## src/rtl/capture_seq_pkg.sv

```systemverilog
// Package: shared types and helpers for the capture byte sequencer.
// Assumes at most four bytes per sample and 8-bit host data.
package capture_seq_pkg;

    localparam int BYTE_W    = 8;
    localparam int MAX_BYTES = 4;

    typedef enum logic [1:0] {
        FMT_U8_MONO    = 2'b00,
        FMT_U8_STEREO  = 2'b01,
        FMT_S16_MONO   = 2'b10,
        FMT_S16_STEREO = 2'b11
    } cap_fmt_e;

    // Bytes carried by one sample of the given format.
    function automatic int byte_count(input cap_fmt_e f);
        case (f)
            FMT_U8_MONO:    return 1;
            FMT_U8_STEREO:  return 2;
            FMT_S16_MONO:   return 2;
            default:        return 4;
        endcase
    endfunction

endpackage

```

## src/rtl/cap_pending_flag.sv

```systemverilog
// Sticky flag that remembers a status read until a sample load consumes it.
// Assumes that clear (load) takes priority over a set in the same cycle,
// because that load already honours the set.
module cap_pending_flag (
    input  logic clk,
    input  logic rst_n,
    input  logic set_i,
    input  logic clr_i,
    output logic pend_o
);

    logic pend_q;

    // Set on a status read; clear when a load uses it.
    always_ff @(posedge clk) begin
        if (!rst_n)      pend_q <= 1'b0;
        else if (clr_i)  pend_q <= 1'b0;
        else if (set_i)  pend_q <= 1'b1;
    end

    assign pend_o = pend_q;

    // a pending status read survives until a load consumes it
    assert_pending_sticky_R8: assert property (@(posedge clk) disable iff (!rst_n)
        (pend_q && !clr_i) |=> pend_q);

    // a set without a clear always leaves the flag raised
    assert_pending_set_R8: assert property (@(posedge clk) disable iff (!rst_n)
        (set_i && !clr_i) |=> pend_q);

endmodule

```

## src/rtl/cap_byte_ptr.sv

```systemverilog
// Byte pointer within the held sample. It steps forward on an accepted read,
// stops at the last byte, and returns to zero when a sample is loaded.
// Assumes that last_i is static while a sample is held.
module cap_byte_ptr #(
    parameter int IDX_W = 2
) (
    input  logic             clk,
    input  logic             rst_n,
    input  logic             load_i,
    input  logic             adv_i,
    input  logic [IDX_W-1:0] last_i,
    output logic [IDX_W-1:0] ptr_o
);

    logic [IDX_W-1:0] ptr_q;
    logic             at_last;

    // Detect the final byte of the current sample.
    always_comb at_last = (ptr_q == last_i);

    // Load resets the pointer; an accepted read advances it unless it is at the end.
    always_ff @(posedge clk) begin
        if (!rst_n)                  ptr_q <= '0;
        else if (load_i)             ptr_q <= '0;
        else if (adv_i && !at_last)  ptr_q <= ptr_q + 1'b1;
    end

    assign ptr_o = ptr_q;

    // the pointer never passes the last byte of the format
    assert_ptr_in_range_R2: assert property (@(posedge clk) disable iff (!rst_n)
        ptr_q <= last_i);

    // a read before the end moves the pointer one place forward
    assert_ptr_step_R3: assert property (@(posedge clk) disable iff (!rst_n)
        (adv_i && !load_i && ptr_q != last_i) |=> ptr_q == $past(ptr_q) + 1'b1);

    // a read at the end leaves the pointer where it is
    assert_ptr_hold_last_R5: assert property (@(posedge clk) disable iff (!rst_n)
        (adv_i && !load_i && ptr_q == last_i) |=> $stable(ptr_q));

    // a load restarts at byte zero
    assert_ptr_load_zero_R7: assert property (@(posedge clk) disable iff (!rst_n)
        load_i |=> ptr_q == '0);

endmodule

```

## src/rtl/cap_hold_reg.sv

```systemverilog
// Holding register for one captured sample, with a byte-lane selector.
// Assumes the word is LANES bytes wide and that lane 0 is the least significant byte.
module cap_hold_reg #(
    parameter int BYTE_W = 8,
    parameter int LANES  = 4,
    parameter int IDX_W  = 2
) (
    input  logic                    clk,
    input  logic                    rst_n,
    input  logic                    load_i,
    input  logic [LANES*BYTE_W-1:0] word_i,
    input  logic [IDX_W-1:0]        sel_i,
    output logic                    valid_o,
    output logic [BYTE_W-1:0]       byte_o
);

    logic [LANES*BYTE_W-1:0] word_q;
    logic                    valid_q;
    logic [BYTE_W-1:0]       lane [LANES];

    // Capture a whole sample on load and mark it held.
    always_ff @(posedge clk) begin
        if (!rst_n) begin
            word_q  <= '0;
            valid_q <= 1'b0;
        end else if (load_i) begin
            word_q  <= word_i;
            valid_q <= 1'b1;
        end
    end

    // Split the held word into byte lanes.
    for (genvar g = 0; g < LANES; g++) begin : g_lane
        assign lane[g] = word_q[g*BYTE_W +: BYTE_W];
    end

    // Pick the lane the pointer addresses.
    always_comb byte_o = lane[sel_i];

    assign valid_o = valid_q;

    // the held sample changes only on a load
    assert_word_stable_R7: assert property (@(posedge clk) disable iff (!rst_n)
        !load_i |=> $stable(word_q));

    // once a sample is held, the valid flag stays high
    assert_valid_sticky_R6: assert property (@(posedge clk) disable iff (!rst_n)
        valid_q |=> valid_q);

endmodule

```

## src/rtl/capture_byte_seq.sv

```systemverilog
// Top of the capture byte read sequencer. It decides when to pop the FIFO,
// gates host strobes while the codec is idle, and forms the port read value.
// Assumes fmt is static and that fifo_data is valid whenever fifo_empty is low.
module capture_byte_seq
    import capture_seq_pkg::*;
#(
    parameter int               BYTE_W    = capture_seq_pkg::BYTE_W,
    parameter int               MAX_BYTES = capture_seq_pkg::MAX_BYTES,
    parameter logic [BYTE_W-1:0] IDLE_PATTERN = 8'h80,
    localparam int              IDX_W     = $clog2(MAX_BYTES),
    localparam int              WORD_W    = MAX_BYTES * BYTE_W
) (
    input  logic              clk,
    input  logic              rst_n,
    input  logic              codec_idle,
    input  logic [1:0]        fmt,
    input  logic              fifo_empty,
    input  logic [WORD_W-1:0] fifo_data,
    output logic              fifo_pop,
    input  logic              host_rd,
    input  logic              status_rd,
    output logic [BYTE_W-1:0] rd_data,
    output logic [IDX_W-1:0]  next_idx,
    output logic              sample_valid
);

    logic [IDX_W-1:0]  last_idx;
    logic              rd_ok;
    logic              st_ok;
    logic              pend_q;
    logic              load;
    logic              valid;
    logic [IDX_W-1:0]  ptr;
    logic [BYTE_W-1:0] sel_byte;

    // Last byte index for the selected format.
    always_comb last_idx = IDX_W'(byte_count(cap_fmt_e'(fmt)) - 1);

    // Host strobes count only while the codec is running.
    always_comb begin
        rd_ok = host_rd   && !codec_idle;
        st_ok = status_rd && !codec_idle;
    end

    // Load when data is ready and either no sample is held or a status read is pending.
    always_comb load = !codec_idle && !fifo_empty && (!valid || pend_q || st_ok);

    cap_pending_flag i_pend (
        .clk    (clk),
        .rst_n  (rst_n),
        .set_i  (st_ok),
        .clr_i  (load),
        .pend_o (pend_q)
    );

    cap_byte_ptr #(.IDX_W(IDX_W)) i_ptr (
        .clk    (clk),
        .rst_n  (rst_n),
        .load_i (load),
        .adv_i  (rd_ok && valid),
        .last_i (last_idx),
        .ptr_o  (ptr)
    );

    cap_hold_reg #(.BYTE_W(BYTE_W), .LANES(MAX_BYTES), .IDX_W(IDX_W)) i_hold (
        .clk     (clk),
        .rst_n   (rst_n),
        .load_i  (load),
        .word_i  (fifo_data),
        .sel_i   (ptr),
        .valid_o (valid),
        .byte_o  (sel_byte)
    );

    // Drive the port: a fixed pattern while idle, otherwise the addressed byte.
    always_comb begin
        rd_data      = codec_idle ? IDLE_PATTERN : sel_byte;
        fifo_pop     = load;
        next_idx     = ptr;
        sample_valid = valid;
    end

    // never pop an empty FIFO
    assert_no_pop_empty_R9: assert property (@(posedge clk) disable iff (!rst_n)
        fifo_pop |-> !fifo_empty);

    // no pop while the codec is idle
    assert_idle_no_pop_R10: assert property (@(posedge clk) disable iff (!rst_n)
        codec_idle |-> !fifo_pop);

    // the pointer does not move while the codec is idle
    assert_idle_hold_R10: assert property (@(posedge clk) disable iff (!rst_n)
        codec_idle |=> $stable(next_idx));

    // with a sample held and no status read at all, no pop happens
    assert_need_status_R7: assert property (@(posedge clk) disable iff (!rst_n)
        (sample_valid && !pend_q && !status_rd) |-> !fifo_pop);

endmodule

```

## config.mk

```make
export PLATFORM = sky130hd
export DESIGN_NAME = capture_byte_seq
export DESIGN_NICKNAME = d
export VERILOG_FILES = /design/src/rtl/capture_seq_pkg.sv /design/src/rtl/cap_pending_flag.sv /design/src/rtl/cap_byte_ptr.sv /design/src/rtl/cap_hold_reg.sv /design/src/rtl/capture_byte_seq.sv
export SDC_FILE = /design/constraint.sdc
export NUM_CORES = 1
export LEC_CHECK = 0
export BUFFER_PORTS_ARGS = -buffer_cell sky130_fd_sc_hd__buf_2
export CORE_ASPECT_RATIO = 0.7
export CORE_UTILIZATION = 51
export CTS_CLUSTER_DIAMETER = 80
export DETAILED_ROUTE_END_ITERATION = 7
export GPL_ROUTABILITY_DRIVEN = 0
export PLACE_DENSITY = 0.79
export SLEW_MARGIN = 30
export SYNTH_ARGS = -nofsm -noshare
export SYNTH_HDL_FRONTEND = slang
export SYNTH_SLANG_ARGS = --single-unit
```

## constraint.sdc

```tcl
create_clock -name clk -period 1.63 [get_ports clk]
set_clock_uncertainty 0.05 [all_clocks]
set_input_delay 0.163 -clock clk [delete_from_list [all_inputs] [get_ports clk]]
set_output_delay 0.163 -clock clk [all_outputs]
set_load 0.05 [all_outputs]
```

### After elaboration in Yosys (flattened, before gate mapping)

Index checks and enable logic that the tools add are counted.

| word-level totals | value |
|---|---|
| word-level logic and storage cells | 32 |
| register bits after elaboration | 36 |
| RAM bits | 0 |
| bits in latches | 0 |
| memories | 0 |
| bits of input ports | 40 |
| ROM bits | 0 |

| operators by class | value |
|---|---|
| reductions and logical operators | 15 |
| bitwise operators | 2 |
| $add $sub $neg | 2 |
| multipliers | 0 |
| mux-type cells | 5 |
| eq/ne operators | 3 |
| div/mod/pow operators | 0 |
| shift operators | 0 |
| order comparisons | 1 |

Operators with widths:

| cell | number |
|---|---|
| $mux 8 | 3 |
| $bmux 8 s2 | 1 |
| $logic_and 1x1->1 | 6 |
| $logic_not 1->1 | 4 |
| $pmux 2 s2 | 1 |
| $reduce_or 2->1 | 2 |
| $ge 3x3->1 const B | 1 |
| $not 2->3 | 1 |
| $add 2x1->2 const B | 1 |
| $eq 2x1->1 const B | 1 |
| $eq 2x2->1 | 1 |
| $eq 2x2->1 const B | 1 |
| $logic_not 2->1 | 1 |
| $logic_or 1x1->1 | 2 |
| $sub 2x2->2 const B | 1 |
| $not 1->1 | 1 |

### Logic depth before layout (Yosys ltp)

| depth | value |
|---|---|
| word-level depth | 7 |
| depth in mapped cells | 5 |
| mapped depth without buffers | 3 |

### Modules after synthesis

A second synthesis with hierarchy kept.

| unflattened totals | value |
|---|---|
| cell total of the unflattened synthesis | 147 |
| area total of the unflattened synthesis | 1,691.6 um2 |

Modules (own cells, without submodules):

| module | area each (um2) | sequential area each (um2) | times used | cells an instance |
|---|---|---|---|---|
| cap_hold_reg | 1,437.6 | 660.6 | 1 | 115 |
| cap_byte_ptr | 113.9 | 40.0 | 1 | 13 |
| capture_byte_seq | 103.8 | 0.0 | 1 | 16 |
| cap_pending_flag | 36.3 | 20.0 | 1 | 3 |

### Worst setup path before layout

No wires, ideal clock.

| timing | value |
|---|---|
| kind | reg2out |
| from | register i_ptr.ptr_q[0], in the netlist i_ptr.ptr_o[0] |
| to | output rd_data[7] |
| arrival time | 1.745 ns |
| slack | -0.328 ns |
| cell stages (with the launch flop) | 4 |
| required time | 1.417 ns |
| path through | dfxtp_1 > buf_6 > mux4_2 > or2_1 |

| between the ends | value |
|---|---|
| word-level cells in the longest chain between the ends | 5 |

RTL lines:

| element | RTL line | source |
|---|---|---|
| start: declaration | cap_byte_ptr.sv:15 | `logic [IDX_W-1:0] ptr_q;` |
| start signal: assignment | cap_byte_ptr.sv:25 | `else if (adv_i && !at_last) ptr_q <= ptr_q + 1'b1;` |
| $not 2->3 (implied by the code) | cap_hold_reg.sv:38 | `always_comb byte_o = lane[sel_i];` |
| $bmux 8 s2 | cap_hold_reg.sv:38 |  |
| $mux 8 (implied by the code) (2 in series) | cap_hold_reg.sv:38 |  |
| $mux 8 | capture_byte_seq.sv:77 | `rd_data = codec_idle ? IDLE_PATTERN : sel_byte;` |
| end: declaration | capture_byte_seq.sv:22 | `output logic [BYTE_W-1:0] rd_data,` |

Every way passes these cells. The select of a mux whose other input is x is not followed.

### Worst setup path after layout

| timing | value |
|---|---|
| from | register i_ptr.ptr_q[0], in the netlist i_ptr.ptr_o[0] |
| to | output rd_data[0] |

The elaborated chain is that of the path after synthesis.

==> flow_metrics.env <==
export IMPL_netlist_area_mm2=0.001787
export IMPL_ant_nets=0
export IMPL_worst_setup_path_type="register to primary output"
export IMPL_regArea_um2=726.9
export IMPL_netlist_instances=188
export IMPL_rsz0062_at_grt="true"
export IMPL_cts_tree="yes"
export IMPL_antenna_found_initial=0
export IMPL_start_kind="register"
export IMPL_finalSetupViolCount=8
export IMPL_grt_max_degree=33
export IMPL_grt_pass1_vias=1544
export IMPL_rows=17
export IMPL_violations="setup timing"
export IMPL_drive_gt1_share_pct=38.33
export IMPL_dr_pass1_iters=4
export IMPL_vias=1644
export IMPL_utilization_pct=70.74
export IMPL_crit_path_end_kind="primary output"
export IMPL_hold_viol_final=0
export IMPL_worstMarginPinSlew_ns=0.5983
export IMPL_setup_slack_ns=-0.1969
export IMPL_fin_cells=287
export IMPL_cellLeakagePower_nw=0.9046
export IMPL_cts_sinks=36
export IMPL_synth_fp_nets=228
export IMPL_cts_made_buffers=5
export IMPL_core_area_mm2=0.003233
export IMPL_ys_types=30
export IMPL_clk_pin_slew_ns=0.07
export IMPL_multiInputGateArea_um2=950.9
export IMPL_ys_warnings_count=0
export IMPL_min_period_over_period_pct=112.1
export IMPL_highest_layer="met4"
export IMPL_r2r_slack_ns=0.24
export IMPL_place_inst=276
export IMPL_wl_met3_um=301
export IMPL_track_usage_pct=27.51
export IMPL_dieArea_mm2=0.003748
export IMPL_start_util_pct=55.26
export IMPL_antenna_cells=0
export IMPL_die_height_um=51.52
export IMPL_port_buffers=51
export IMPL_area_growth_syn_to_layout_pct=28.01
export IMPL_grt_pass1_wl_um=7452
export IMPL_vias_per_cell=5.728
export IMPL_yosysSeqAreaShare_pct=40.34
export IMPL_routed_wl_um=4456
export IMPL_drc=0
export IMPL_maxCapViolCount=0
export IMPL_dp_hpwl_um=3010
export IMPL_status="finished, violations left"
export IMPL_total_power_mw=1.898
export IMPL_cp_max_fo=5
export IMPL_wl_met2_um=2050
export IMPL_crit_arrival_ns=1.61
export IMPL_grt_overflow_total=0
export IMPL_slew_viol_final=0
export IMPL_clockRootBuffer="clkbuf_8"
export IMPL_clock_latency_ns=0.29
export IMPL_synth_avg_cell_area_um2=9.504
export IMPL_cts_buffer_depth=2
export IMPL_wl_met1_um=2050
export IMPL_layout_nets=279
export IMPL_fin_setup_tns_ns=-1.397
export IMPL_placed_area_mm2=0.002069
export IMPL_fmax_mhz=547.4
export IMPL_finalInstanceArea_mm2=0.002287
export IMPL_required_ns=1.42
export IMPL_fillers=269
export IMPL_wl_per_cell_um=15.53
export IMPL_ios=52
export IMPL_drt_iter0_drc=84
export IMPL_die_x_um=72.75
export IMPL_final_common_cell="buf_2"
export IMPL_p_per_area_mw_per_mm2=829.9
export IMPL_fin_crit_ns=1.827
export IMPL_cts_htree_levels=2
export IMPL_vdd_ir_drop_max_uv=472.8
export IMPL_ys_ff_latch=36
export IMPL_mostFrequentLayoutCells="42 x buf_2, 33 x o21ai_0, 33 x dfxtp_1"
export IMPL_relSlewSlack_pct=60.11
export IMPL_hold_path_class="input pin to register"
flip-flops by register name, summed over array words and instances, names as in the netlist:
| signal | count |
|---|---|
| i_hold.word_q | 32 |
| i_ptr.ptr_o | 2 |
| i_hold.valid_o | 1 |
| i_pend.pend_o | 1 |
cells in the mapped netlist:
cell type	number	area, µm²
inv_1	2	7.510
clkbuf_2	3	15.01
buf_6	4	45.04
o21a_1	1	7.510
and2_1	7	43.79
nand3_1	31	155.2
buf_8	1	15.01
nor2_1	3	11.26
nand2_1	1	3.750
a311oi_1	1	8.760
a21boi_1	30	225.2
mux4_2	8	180.2
nand3_2	1	10.01
and3_1	1	6.260
nor2b_1	1	6.260
a21oi_1	2	10.01
nand4b_1	1	8.760
a41oi_1	1	8.760
or3_1	1	6.260
buf_2	4	20.02
nor3b_4	1	18.77
or3b_1	1	8.760
clkbuf_1	4	15.01
dfxtp_1	36	720.7
o21ai_0	33	165.2
a211oi_1	1	7.510
buf_4	3	22.52
or2_1	2	12.51
o22ai_1	1	6.260
a21boi_0	2	15.01
stage by stage:
step                hold slack [ns]  setup slack (ns)
floorplan                    0.2427          0.006727
global placement             0.3641           0.02075
detailed placement           0.3659           0.01081
CTS                         0.05653           -0.1990
global route                0.06690           -0.2482
finish                      0.06340           -0.1969
power by group:
part	switching (mW)	internal [mW]
Sequential	0.0242	0.920
Clock	0.307	0.345
Combinational	0.161	0.142
Total	0.492	1.41
final cells by class:
cell class / count / share of cell area, %
well taps: 47 / 2.571
flip-flops and latches: 36 / 31.78
clock buffers: 8 / 3.939
repair buffers: 63 / 19.80
inverters: 2 / 0.3282
multi-input cells: 131 / 41.58
worst max-delay path: stages (launching register included):
cell and delay [ns]:
dfxtp_4 0.38, buf_12 0.12, mux4_2 0.49, and2_4 0.18, buf_8 0.14
layer usage:
metal	vias up	track usage (%)
met3	6	5.620
met4	0	11.44
met1	787	37.04
met2	61	43.46
met5	-	0
li1	790	-
logic make-up after synthesis:
logic type,synth area share [%]
compound gates,25.42
simple gates,16.32
flops,40.34
buf+inv,7.842
mux,10.08
final timing paths:
kind                                   startpoint  cells past startpoint                 to
worst max-delay path               i_ptr.ptr_o[0]                      4         rd_data[0]
worst min register to register  i_hold.word_q[25]                      2  i_hold.word_q[25]
worst max register to register      i_pend.pend_o                      4   i_hold.word_q[5]
worst min-delay path                 fifo_data[2]                      3   i_hold.word_q[2]
repair_timing:
item | 4_1_cts | 5_1_grt
setup buffers | 3 | 0
resized for setup | 33 | 2
hold buffers | 0 | 0
setup endpoints to repair | 9 | 9
(Power assumes the default switching activity.)
